## src/rtl/seqdet_pkg.sv

```systemverilog
package seqdet_pkg;

    localparam int ADDR_W  = 13;
    localparam int SEQ_LEN = 6;
    localparam int STEP_W  = $clog2(SEQ_LEN);
    localparam int LAST    = SEQ_LEN - 1;

    localparam logic [ADDR_W-1:0] TAIL_STORE  = 13'h0F0F;
    localparam logic [ADDR_W-1:0] TAIL_RECALL = 13'h0C63;
    localparam logic [ADDR_W-1:0] RESTART_ADR = 13'h0000;

    typedef enum logic {
        MODE_WATCH = 1'b0,
        MODE_HOLD  = 1'b1
    } seq_mode_e;

    typedef struct packed {
        logic rd;
        logic wr;
    } acc_ev_t;

    typedef struct packed {
        logic step_ok;
        logic tail_store;
        logic tail_recall;
        logic restart;
    } match_t;

    // Address expected at a given step of the shared prefix.
    function automatic logic [ADDR_W-1:0] prefix_addr(input int idx);
        case (idx)
            0:       return 13'h0000;
            1:       return 13'h1555;
            2:       return 13'h0AAA;
            3:       return 13'h1FFF;
            4:       return 13'h10F0;
            default: return 13'h0000;
        endcase
    endfunction

endpackage

```

## src/rtl/seqdet_edge.sv

```systemverilog
module seqdet_edge
    import seqdet_pkg::*;
(
    input  logic    clk,
    input  logic    rst,
    input  logic    rd_stb,
    input  logic    wr_stb,
    output acc_ev_t ev
);
    localparam int NSIG = 2;

    logic [NSIG-1:0] raw;
    logic [NSIG-1:0] prev;
    logic [NSIG-1:0] rise;

    assign raw = {rd_stb, wr_stb};

    always_ff @(posedge clk) begin
        if (rst) prev <= '0;
        else     prev <= raw;
    end

    for (genvar i = 0; i < NSIG; i++) begin : g_rise
        assign rise[i] = raw[i] & ~prev[i];
    end

    assign ev.rd = rise[1];
    assign ev.wr = rise[0];

endmodule

```

## src/rtl/seqdet_match.sv

```systemverilog
module seqdet_match
    import seqdet_pkg::*;
(
    input  logic [ADDR_W-1:0] addr,
    input  logic [STEP_W-1:0] step,
    output match_t            m
);
    localparam int SLOTS = 1 << STEP_W;

    logic [SLOTS-1:0] hits;

    for (genvar i = 0; i < SLOTS; i++) begin : g_cmp
        if (i < LAST) begin : g_live
            assign hits[i] = (addr == prefix_addr(i));
        end else begin : g_pad
            assign hits[i] = 1'b0;
        end
    end

    assign m.step_ok     = hits[step];
    assign m.tail_store  = (addr == TAIL_STORE);
    assign m.tail_recall = (addr == TAIL_RECALL);
    assign m.restart     = (addr == RESTART_ADR);

endmodule

```

## src/rtl/seqdet_fsm.sv

```systemverilog
module seqdet_fsm
    import seqdet_pkg::*;
(
    input  logic    clk,
    input  logic    rst,
    input  acc_ev_t ev,
    input  match_t  m,
    input  logic    nv_done,
    output logic [STEP_W-1:0] step,
    output logic    store_start,
    output logic    recall_start,
    output logic    chip_off
);
    seq_mode_e mode;
    logic [STEP_W-1:0] step_fail;

    assign step_fail = m.restart ? STEP_W'(1) : '0;
    assign chip_off  = (mode == MODE_HOLD);

    always_ff @(posedge clk) begin
        if (rst) begin
            mode         <= MODE_WATCH;
            step         <= '0;
            store_start  <= 1'b0;
            recall_start <= 1'b0;
        end else begin
            store_start  <= 1'b0;
            recall_start <= 1'b0;
            case (mode)
                MODE_WATCH: begin
                    if (ev.wr) begin
                        step <= '0;
                    end else if (ev.rd) begin
                        if (step == STEP_W'(LAST)) begin
                            if (m.tail_store) begin
                                store_start <= 1'b1;
                                mode        <= MODE_HOLD;
                                step        <= '0;
                            end else if (m.tail_recall) begin
                                recall_start <= 1'b1;
                                mode         <= MODE_HOLD;
                                step         <= '0;
                            end else begin
                                step <= step_fail;
                            end
                        end else if (m.step_ok) begin
                            step <= step + STEP_W'(1);
                        end else begin
                            step <= step_fail;
                        end
                    end
                end
                MODE_HOLD: begin
                    if (nv_done) mode <= MODE_WATCH;
                end
                default: mode <= MODE_WATCH;
            endcase
        end
    end

endmodule

```

## src/rtl/seqdet_top.sv

```systemverilog
module seqdet_top
    import seqdet_pkg::*;
(
    input  logic              clk,
    input  logic              rst,
    input  logic [ADDR_W-1:0] addr,
    input  logic              rd_stb,
    input  logic              wr_stb,
    input  logic              nv_done,
    output logic              store_start,
    output logic              recall_start,
    output logic              chip_off
);
    acc_ev_t           ev;
    match_t            m;
    logic [STEP_W-1:0] step;

    seqdet_edge u_edge (
        .clk    (clk),
        .rst    (rst),
        .rd_stb (rd_stb),
        .wr_stb (wr_stb),
        .ev     (ev)
    );

    seqdet_match u_match (
        .addr (addr),
        .step (step),
        .m    (m)
    );

    seqdet_fsm u_fsm (
        .clk          (clk),
        .rst          (rst),
        .ev           (ev),
        .m            (m),
        .nv_done      (nv_done),
        .step         (step),
        .store_start  (store_start),
        .recall_start (recall_start),
        .chip_off     (chip_off)
    );

endmodule

```

## config.mk

```make
export PLATFORM = sky130hd
export DESIGN_NAME = seqdet_top
export DESIGN_NICKNAME = d
export VERILOG_FILES = /design/src/rtl/seqdet_pkg.sv /design/src/rtl/seqdet_edge.sv /design/src/rtl/seqdet_match.sv /design/src/rtl/seqdet_fsm.sv /design/src/rtl/seqdet_top.sv
export SDC_FILE = /design/constraint.sdc
export NUM_CORES = 1
export LEC_CHECK = 0
export BUFFER_PORTS_ARGS = -buffer_cell sky130_fd_sc_hd__buf_2
export CAP_MARGIN = 40
export CORE_AREA = 5 5 42 44
export CTS_BUF_LIST = sky130_fd_sc_hd__clkbuf_8
export DETAILED_ROUTE_END_ITERATION = 8
export DIE_AREA = 0 0 47 49
export GPL_ROUTABILITY_DRIVEN = 0
export GPL_TIMING_DRIVEN = 1
export PLACE_DENSITY = 0.7
export SKIP_CTS_REPAIR_TIMING = 1
export SLEW_MARGIN = 20
export SYNTH_ARGS = -nofsm -noshare
export SYNTH_HDL_FRONTEND = slang
export SYNTH_HIERARCHICAL = 1
export SYNTH_SLANG_ARGS = --single-unit
```

## constraint.sdc

```tcl
create_clock -name clk -period 3.8 [get_ports clk]
set_clock_uncertainty 0.15 [all_clocks]
set_input_delay 0.57 -clock clk [delete_from_list [all_inputs] [get_ports clk]]
set_output_delay 0.57 -clock clk [all_outputs]
set_load 0.1 [all_outputs]
```

# == Word-level counts from Yosys, hierarchy flattened ==
# Cells that the tools add are included.
# totals
regBits,8
latch_bits,0
ram_bits,0
mem_bits_ro,0
in_bits,18
output_inout_bits,3
word_cells,43
memories,0
# classes
add_sub_neg,1
n_mul,0
n_div,0
magnitude_cmp,1
n_eq_ne,7
shift,0
muxes,17
bitwise,7
n_reduce_logical,5
# ops
cell,n
13-bit by 12-bit equality test with 1-bit output (second input constant),3
13-bit equality test (second input constant),3
3-bit 2-to-1 mux,6
13-bit logical NOT,1
1-bit 2-to-1 mux,9
6-bit OR reduction,1
1-bit NOT,5
5-bit OR reduction,1
3-bit by 4-bit < comparator with 1-bit output (second input constant),1
3-bit by 1-bit adder with 3-bit output (second input constant),1
1-bit binary-select mux with 3-bit select,1
3-bit equality test (second input constant),1
1-bit AND,2
1-bit one-hot mux with 2 select lines,1
2-bit AND reduction,1
2-bit nonzero test,1

# == Longest topological paths before layout ==
# Gate-level depths: netlist of the first run.
# logic_depth
word_depth,7
depth_mapped,7
depth_no_buf,7

# == Modules after synthesis ==
# The synthesis of the first run kept the hierarchy.
# by_module_without_submodules
module,n_inst,cells_per_inst,area_each_um2,seq_area_each_um2
seqdet_fsm,1,34,319.1,120.1
seqdet_match,1,30,196.4,0.0
seqdet_edge,1,6,70.1,40.0

# == Worst setup path after synthesis of the first run ==
# No wires, ideal clock.
# synth_path
kind,input to register
startpoint,input port addr[3]
endpoint,register u_fsm.step[1]
setup_time_ns,0.070
arrival_time_ns,2.231
required_time_ns,3.580
slack_ns,1.349
cell_stages,6
n_path_buf,0
path_cell_list,or4b_1 > o32ai_1 > o31a_1 > a21boi_2 > or4b_1 > a21oi_1
# synth_lines
element,line_no,source
start: declaration,seqdet_top.sv:6,"input logic [ADDR_W-1:0] addr,"
end signal: assignment,seqdet_fsm.sv:44,step <= step_fail;
end signal: assignment,seqdet_fsm.sv:47,step <= step + STEP_W'(1);
end signal: assignment,seqdet_fsm.sv:49,step <= step_fail;
end: declaration,seqdet_fsm.sv:9,"output logic [STEP_W-1:0] step,"

==> flow_summary_export.csv, run 1 <==
group,metric,value,unit
timing,finalMaxSlewViolations,0,
routing,vias,616,
final_layout,fin_nets,115,
pwr,powerDensity,281,nW/um^2
grt,track_usage,0.133,
yosys,netlist_top_cells_area,"dfxtp_1 (27%), nand2_1 (5.1%), nor2_1 (4.5%), ha_1 (4.3%), nand4_1 (4.3%)",
final_layout,postLayoutCellArea,747,um^2
pwr,power.switching,0.0000443,W
grt,overflow,0,
timing,rsz0062_at_grt,"no",
yosys,ys_types,30,
floorplan,die_h,49,um
clocking,clk_pin_slew,40,ps
timing,fmax,0.399,GHz
yosys,synth_edf_count,0,
timing,min_period_over_period,0.660,
pwr,clockPowerShare,0.470,
placement,dpl.hpwl,1120,um
yosys,synthArstFlopShare,0,
timing,hold-worst-slack,337,ps
timing,worst_pin_slew,485,ps
critical_path,arrival,2520,ps
yosys,syn_nets,90,
grt,grt_pass1_vias,561,
pwr,ir_drop,0.302,mV
routing,dr.pass1.iters,4,
final_layout,area_growth,27.6,%
routing,routed_wl,1380,um
final_layout,n_fill_cell,153,
grt,antenna_found_initial,0,
timing,hold_viol_final,0,
yosys,ys_ff_latch,8,
critical_path,startpoint_type,"input port",
floorplan,initial_core_util,0.418,
outcome,outcome,"finished clean",
floorplan,ios,21,
yosys,synth_area,586,um^2
clocking,cts_sinks,8,
yosys,synth_top_area_cell,"dfxtp_1",
grt,grt_pass1_wl,2280,um
floorplan,fp.dieArea,2300,um^2
pwr,p_seq_frac,0.410,
pwr,p_sw_frac,0.211,
routing,drc_errors,0,
critical_path,worst_setup_path_end_kind,"flip-flop",
floorplan,die_w,47,um
pwr,fin_total_pwr,0.000210,W
pwr,p_int,0.000166,W
clocking,cts-root-buf,"clkbuf_8",
clocking,clkLatencyLatePin,220,ps
placement,port-buffer-count,20,
timing,setup-tns-final,0,ps
timing,fin_crit,2510,ps
critical_path,critical_path.max_fanout,4,
yosys,yosysWarnings,6,
floorplan,core-area,1400,um^2
pwr,p_leak,0.259,nW
yosys,synth_top_flop_cell,"dfxtp_1",
yosys,syn_inst,70,
final_layout,drive_gt1_frac,0.333,
timing,setup_violations,0,
yosys,syn_area_per_cell,8.37,um^2
floorplan,rows,14,
final_layout,diodes,0,
clocking,cts_buffers,3,
clocking,cts_htree_levels,1,
routing,routed_via_density,5.65,
pwr,combPwrFrac,0.120,
routing,routedWlPerCell,12.6,um
timing,max_slew_margin,0.679,
worst_hold_path,hold_class,"reg2reg",
routing,antenna_left,0,
flow_run,maxCapViolations,0,
critical_path,required,3810,ps
grt,grt_max_degree,10,
clocking,cts_tree,"built",
routing,drtIter0Drc,9,
critical_path,critical_path_class,"in2reg",
yosys,seq_area_frac_synth,0.274,
clocking,clockBufferDepth,2,
yosys,synth.top_cell.area_share,0.274,
placement,place_area,706,um^2
through the flow:
stage / std cells / utilization / worst slack (ps)
after CTS: 109 / 0.533 / 1310
after global routing: 109 / 0.533 / 1100
after global placement: 106 / 0.504 / 1160
final: 109 / 0.533 / 1290
after detailed placement: 106 / 0.504 / 1090
after floorplan: 70 / - / 1350
final timing paths:
path | from | slack [ps] | cells after the start | end
min reg2reg | u_fsm/chip_off | 340 | 2 | u_fsm/chip_off
max reg2reg | u_fsm/step[0] | 1360 | 7 | u_fsm/step[1]
min | u_fsm/chip_off | 340 | 2 | u_fsm/chip_off
max | addr[3] | 1290 | 7 | u_fsm/step[1]
power by group through the flow:
stage           logic (W)  registers (W)  clock network (W)
6_report        0.0000251      0.0000860          0.0000987
5_1_grt         0.0000280      0.0000858           0.000111
4_1_cts         0.0000253      0.0000859           0.000103
3_5_place_dp    0.0000251      0.0000873                  0
3_3_place_gp    0.0000245      0.0000873                  0
2_1_floorplan  0.00000885      0.0000873                  0
kinds of logic after synthesis:
family,Yosys count,share of synthesized area
compound gates,9,0.126
fa+ha+maj,2,0.0427
buf+inv,4,0.0256
flops,8,0.273
mux,1,0.0171
simple gates,46,0.515
cell usage in the layout (no fill, tap or decap), types with 2 or more instances in the layout:
cell type   n
buf_2      20
dfxtp_1     8
nand2_1     8
nor2_1      7
nor2b_1     4
inv_1       4
nor3_1      4
nor4_1      4
nand4_1     4
clkbuf_8    3
nor2b_2     2
or4b_1      2
nand4bb_1   2
ha_1        2
nand4b_1    2
worst max-delay path, cell delays in order:
cell,delay [ps]
buf_2,120
or4b_1,560
o32ai_1,270
o31a_1,160
a21boi_2,240
or4b_1,460
a21oi_1,140
cell type report:
| class | count | area, um^2 | area share |
|---|---|---|---|
| well taps | 16 | 20.0 | 0.0268 |
| repair buffers | 20 | 100 | 0.134 |
| flip-flops and latches | 8 | 160 | 0.214 |
| multi-input cells | 58 | 410 | 0.549 |
| clock buffers | 3 | 41.3 | 0.0553 |
| inverters | 4 | 15.0 | 0.0201 |
cells in the mapped netlist (all sizes together), types with 2 or more instances:
master and number:
dfxtp 8, nand2 8, nor2 7, nor2b 6
nand4 5, inv 4, nor3 4, nor4 4
ha 2, nand4b 2, nand4bb 2, or4b 2
flip-flops by register name, indices dropped and copies added (netlist names):
| name | count |
|---|---|
| u_fsm/store_start | 1 |
| u_fsm/recall_start | 1 |
| u_fsm/step | 3 |
| u_edge/prev | 2 |
| u_fsm/chip_off | 1 |
layer usage:
layer	GRT usage	vias up	part of all wire
met3	0.0664	0	0.084
met4	0.0138	0	0
met2	0.217	17	0.51
met5	0	-	0
li1	-	317	-
met1	0.157	282	0.41
(Power assumes the default switching activity.)
==> run 2: changes to the inputs <==
--- a/config.mk
+++ b/config.mk
@@ -7,13 +7,13 @@
 export LEC_CHECK = 0
 export BUFFER_PORTS_ARGS = -buffer_cell sky130_fd_sc_hd__buf_2
 export CAP_MARGIN = 40
-export CORE_AREA = 5 5 42 44
+export CORE_MARGIN = 5
+export CORE_UTILIZATION = 45
 export CTS_BUF_LIST = sky130_fd_sc_hd__clkbuf_8
 export DETAILED_ROUTE_END_ITERATION = 8
-export DIE_AREA = 0 0 47 49
 export GPL_ROUTABILITY_DRIVEN = 0
 export GPL_TIMING_DRIVEN = 1
-export PLACE_DENSITY = 0.7
+export PLACE_DENSITY = 0.74
 export SKIP_CTS_REPAIR_TIMING = 1
 export SLEW_MARGIN = 20
 export SYNTH_ARGS = -nofsm -noshare
==> constraint.sdc (replaced) <==
create_clock -name clk -period 2.25 [get_ports clk]
set_clock_uncertainty 0.15 [all_clocks]
set_input_delay 0.3375 -clock clk [delete_from_list [all_inputs] [get_ports clk]]
set_output_delay 0.3375 -clock clk [all_outputs]
set_load 0.1 [all_outputs]
==> flow_summary_export.csv, run 2 (same netlist as run 1, synthesis figures left out) <==
group,metric,value,unit
final_layout,final_common_cell,"buf_2",
clocking,clk_pin_slew,40,ps
routing,routedWlPerCell,14.2,um
timing,finalMaxSlewViolations,0,
timing,hold_viol_final,0,
critical_path,arrival,2170,ps
floorplan,fp.dieArea,2120,um^2
critical_path,critical_path_class,"in2reg",
timing,fin_ws,92.2,ps
pwr,ir_drop,0.514,mV
grt,grt_max_degree,10,
timing,setup_violations,0,
timing,rsz0062_at_grt,"no",
timing,worst_pin_slew,485,ps
critical_path,required,2260,ps
floorplan,rows,13,
routing,antenna_left,0,
timing,fin_crit,2160,ps
final_layout,n_fill_cell,110,
final_layout,most-common-layout-cells,"buf_2 (20), buf_4 (14), dfxtp_1 (8), nand2_1 (8), nor2_1 (7)",
floorplan,die_w,46.1,um
critical_path,rr_worst_depth,7,
placement,place_ws,-124,ps
worst_hold_path,hold_depth,2,
critical_path,startpoint_type,"input port",
final_layout,diodes,0,
routing,vias,699,
floorplan,initial_core_util,0.462,
worst_hold_path,hold_class,"in2reg",
pwr,powerDensity,430,nW/um^2
floorplan,ios,21,
routing,dr.pass1.iters,4,
routing,routed_wl,1740,um
placement,port-buffer-count,20,
clocking,cts_buffers,3,
timing,max_slew_margin,0.679,
placement,dpl.hpwl,1300,um
floorplan,core-area,1270,um^2
clocking,cts-root-buf,"clkbuf_8",
pwr,p_leak,0.331,nW
timing,fmax,0.463,GHz
final_layout,drive_gt1_frac,0.449,
floorplan,die_h,46.1,um
grt,overflow,0,
grt,antenna_found_initial,0,
final_layout,regMostFlops,"u_fsm/step",
routing,routed_via_density,5.73,
grt,grt_pass1_wl,2810,um
timing,min_period_over_period,0.959,
final_layout,area_growth,49.8,%
grt,grt_pass1_vias,679,
clocking,clockBufferDepth,2,
clocking,cts_htree_levels,1,
clocking,cts_sinks,8,
critical_path,worst_setup_path_end_kind,"flip-flop",
critical_path,critical_path.max_fanout,3,
grt,track_usage,0.181,
outcome,outcome,"finished clean",
final_layout,fin_nets,129,
routing,drtIter0Drc,30,
clocking,clkLatencyLatePin,230,ps
routing,drc_errors,0,
final_layout,top_regs,"u_fsm/step (3), u_edge/prev (2)",
final_layout,largest_reg_flops,3,
flow_run,maxCapViolations,0,
timing,setup-tns-final,0,ps
clocking,cts_tree,"built",
==> run 2: layer usage <==
metal,vias to the layer above,part of all wire,global-route usage
li1,340,-,-
met1,325,0.42,0.234
met2,32,0.49,0.283
met3,2,0.071,0.0625
met4,0,0.017,0.0511
met5,-,0,0
==> run 2: final timing paths <==
path,from,slack (ps),endpoint
setup / recovery,addr[3],90,u_fsm/step[1]
hold / removal,wr_stb,180,u_edge/prev[0]
hold reg to reg,u_fsm/chip_off,330,u_fsm/chip_off
setup reg to reg,u_fsm/step[0],120,u_fsm/step[1]
==> run 2: final cells by class <==
class                      count  area [um^2]  share of cell area
multi-input combinational     58          437               0.498
clock buffer                   3         41.3              0.0471
timing repair buffer          34          205               0.234
sequential                     8          160               0.183
tap                           15         18.8              0.0214
inverter                       4         15.0              0.0171
==> run 2: stage by stage <==
| step | utilization | area (um^2) | power [W] | hold slack [ps] | std cells |
|---|---|---|---|---|---|
| 2_1_floorplan | - | 586 | 0.000162 | 257 | 70 |
| 3_3_place_gp | 0.638 | 810 | 0.000201 | 315 | 119 |
| 3_5_place_dp | 0.638 | 810 | 0.000203 | 323 | 119 |
| 4_1_cts | 0.671 | 851 | 0.000375 | 182 | 122 |
| 5_1_grt | 0.691 | 877 | 0.000398 | 190 | 122 |
| 6_report | 0.691 | 877 | 0.000377 | 184 | 122 |
==> run 2: critical path, stage by stage <==
cell      delay (ps)
buf_2            110
or4b_1           570
o32ai_2          240
o31a_1           150
a21boi_2         150
or4b_1           470
a21oi_2          140
==> run 2: power breakdown <==
part	internal, W	total, W	switching (W)
registers	0.000144	0.000145	0.000000902
clock network	0.000116	0.000173	0.0000567
logic	0.0000295	0.0000593	0.0000298
total	0.000290	0.000377	0.0000874
==> run 3: changes to the inputs <==
--- a/config.mk
+++ b/config.mk
@@ -7,13 +7,13 @@
 export LEC_CHECK = 0
 export BUFFER_PORTS_ARGS = -buffer_cell sky130_fd_sc_hd__buf_2
 export CAP_MARGIN = 40
-export CORE_MARGIN = 5
-export CORE_UTILIZATION = 45
+export CORE_AREA = 5 5 42 44
 export CTS_BUF_LIST = sky130_fd_sc_hd__clkbuf_8
 export DETAILED_ROUTE_END_ITERATION = 8
+export DIE_AREA = 0 0 47 49
 export GPL_ROUTABILITY_DRIVEN = 0
 export GPL_TIMING_DRIVEN = 1
-export PLACE_DENSITY = 0.74
+export PLACE_DENSITY = 0.7
 export SKIP_CTS_REPAIR_TIMING = 1
 export SLEW_MARGIN = 20
 export SYNTH_ARGS = -nofsm -noshare
==> constraint.sdc (replaced) <==
create_clock -name clk -period 2.6 [get_ports clk]
set_clock_uncertainty 0.15 [all_clocks]
set_input_delay 0.39 -clock clk [delete_from_list [all_inputs] [get_ports clk]]
set_output_delay 0.39 -clock clk [all_outputs]
set_load 0.1 [all_outputs]
==> flow_summary_export.csv, run 3 (same netlist as run 1, synthesis figures left out) <==
group,metric,value,unit
final_layout,fin_nets,116,
pwr,p_leak,0.265,nW
clocking,cts_tree,"built",
final_layout,regMostFlops,"u_fsm/step",
critical_path,arrival,2380,ps
routing,routedWlPerCell,12.2,um
final_layout,diodes,0,
grt,antenna_found_initial,0,
timing,min_period_over_period,0.929,
floorplan,core-area,1400,um^2
placement,port-buffer-count,20,
critical_path,rr_worst_depth,8,
grt,track_usage,0.124,
critical_path,r2r_setup_slack,180,ps
placement,dpl.hpwl,1040,um
floorplan,ios,21,
final_layout,top_regs,"u_fsm/step (3), u_edge/prev (2)",
worst_hold_path,hp-start,"rd_stb",
critical_path,worst_setup_path_end_kind,"flip-flop",
final_layout,drive_gt1_frac,0.340,
clocking,cts-root-buf,"clkbuf_8",
critical_path,critical_path_class,"reg2reg",
final_layout,largest_reg_flops,3,
timing,finalMaxSlewViolations,0,
worst_hold_path,hold_depth,2,
clocking,cts_htree_levels,1,
worst_hold_path,holdPathEnd,"u_edge/prev[1]",
routing,drtIter0Drc,13,
clocking,cts_buffers,3,
grt,overflow,0,
floorplan,fp.dieArea,2300,um^2
clocking,cts_sinks,8,
routing,antenna_left,0,
pwr,powerDensity,406,nW/um^2
routing,vias,613,
critical_path,startpoint_type,"flip-flop",
floorplan,die_h,49,um
routing,routed_via_density,5.57,
final_layout,final_common_cell,"buf_2",
critical_path,critical_path.max_fanout,8,
critical_path,regToRegStartpoint,"u_fsm/step[0]",
timing,fin_crit,2420,ps
grt,grt_max_degree,10,
final_layout,area_growth,28.8,%
clocking,clkLatencyLatePin,220,ps
timing,hold_viol_final,0,
final_layout,most-common-layout-cells,"buf_2 (20), dfxtp_1 (8), nand2_1 (8)",
placement,place_ws,193,ps
floorplan,initial_core_util,0.418,
critical_path,critPathLaunch,"u_fsm/step[0]",
floorplan,rows,14,
pwr,ir_drop,0.302,mV
floorplan,die_w,47,um
outcome,outcome,"finished clean",
timing,max_slew_margin,0.679,
grt,grt_pass1_wl,2170,um
critical_path,reg2reg_to,"u_fsm/step[0]",
clocking,clk_pin_slew,40,ps
routing,dr.pass1.iters,4,
timing,worst_pin_slew,485,ps
grt,grt_pass1_vias,536,
flow_run,maxCapViolations,0,
timing,setup-tns-final,0,ps
clocking,clockBufferDepth,2,
timing,setup_violations,0,
timing,rsz0062_at_grt,"no",
routing,drc_errors,0,
timing,fin_ws,184,ps
worst_hold_path,hold_class,"in2reg",
routing,routed_wl,1340,um
timing,fmax,0.414,GHz
critical_path,required,2560,ps
## run 3: report_power, final
part	internal, W	switching [W]	leakage (nW)
clock network	0.0000999	0.0000449	0.0216
registers	0.000125	0.000000635	0.0650
logic	0.0000171	0.0000191	0.178
total	0.000242	0.0000647	0.265
## run 3: worst max-delay path by stage
| stage | to | slack, ps | depth (start not counted) |
|---|---|---|---|
| 2_1_floorplan | u_fsm/step[1] | 330 | 6 |
| 3_3_place_gp | u_fsm/step[1] | 220 | 7 |
| 3_5_place_dp | u_fsm/step[1] | 190 | 7 |
| 4_1_cts | u_fsm/step[0] | 190 | 8 |
| 5_1_grt | u_fsm/step[0] | 30 | 8 |
| 6_report | u_fsm/step[0] | 180 | 8 |
## run 3: cell type report
type,count,area (um^2)
Inverter,4,15.0
Fill cell,151,647
Timing Repair Buffer,21,108
Tap cell,16,20.0
Clock buffer,3,41.3
Sequential cell,8,160
Multi-Input combinational cell,58,410
## run 3: critical path: stages, from the launching register on
cell,delay [ps]
dfxtp_1,490
nor4b_1,330
nand4b_1,140
o32ai_1,290
o31a_1,160
a21boi_2,160
buf_4,140
mux2i_1,80
o41ai_1,360
## run 3: per-layer routing
| layer | wire length [um] | vias up | global-route usage |
|---|---|---|---|
| met5 | 0 | - | 0 |
| met4 | 4 | 0 | 0.0276 |
| met3 | 107 | 2 | 0.0554 |
| met2 | 629 | 18 | 0.192 |
| met1 | 601 | 272 | 0.155 |
| li1 | - | 321 | - |
## run 3: per-stage QoR
stage          total power (W)   util  cells  hold slack (ps)  area, um^2
6_report              0.000307  0.538    110              245         754
5_1_grt               0.000327  0.538    110              272         754
4_1_cts               0.000312  0.538    110              249         754
3_5_place_dp          0.000164  0.509    107              334         713
3_3_place_gp          0.000163  0.509    107              318         713
2_1_floorplan         0.000140      -     70              309         586
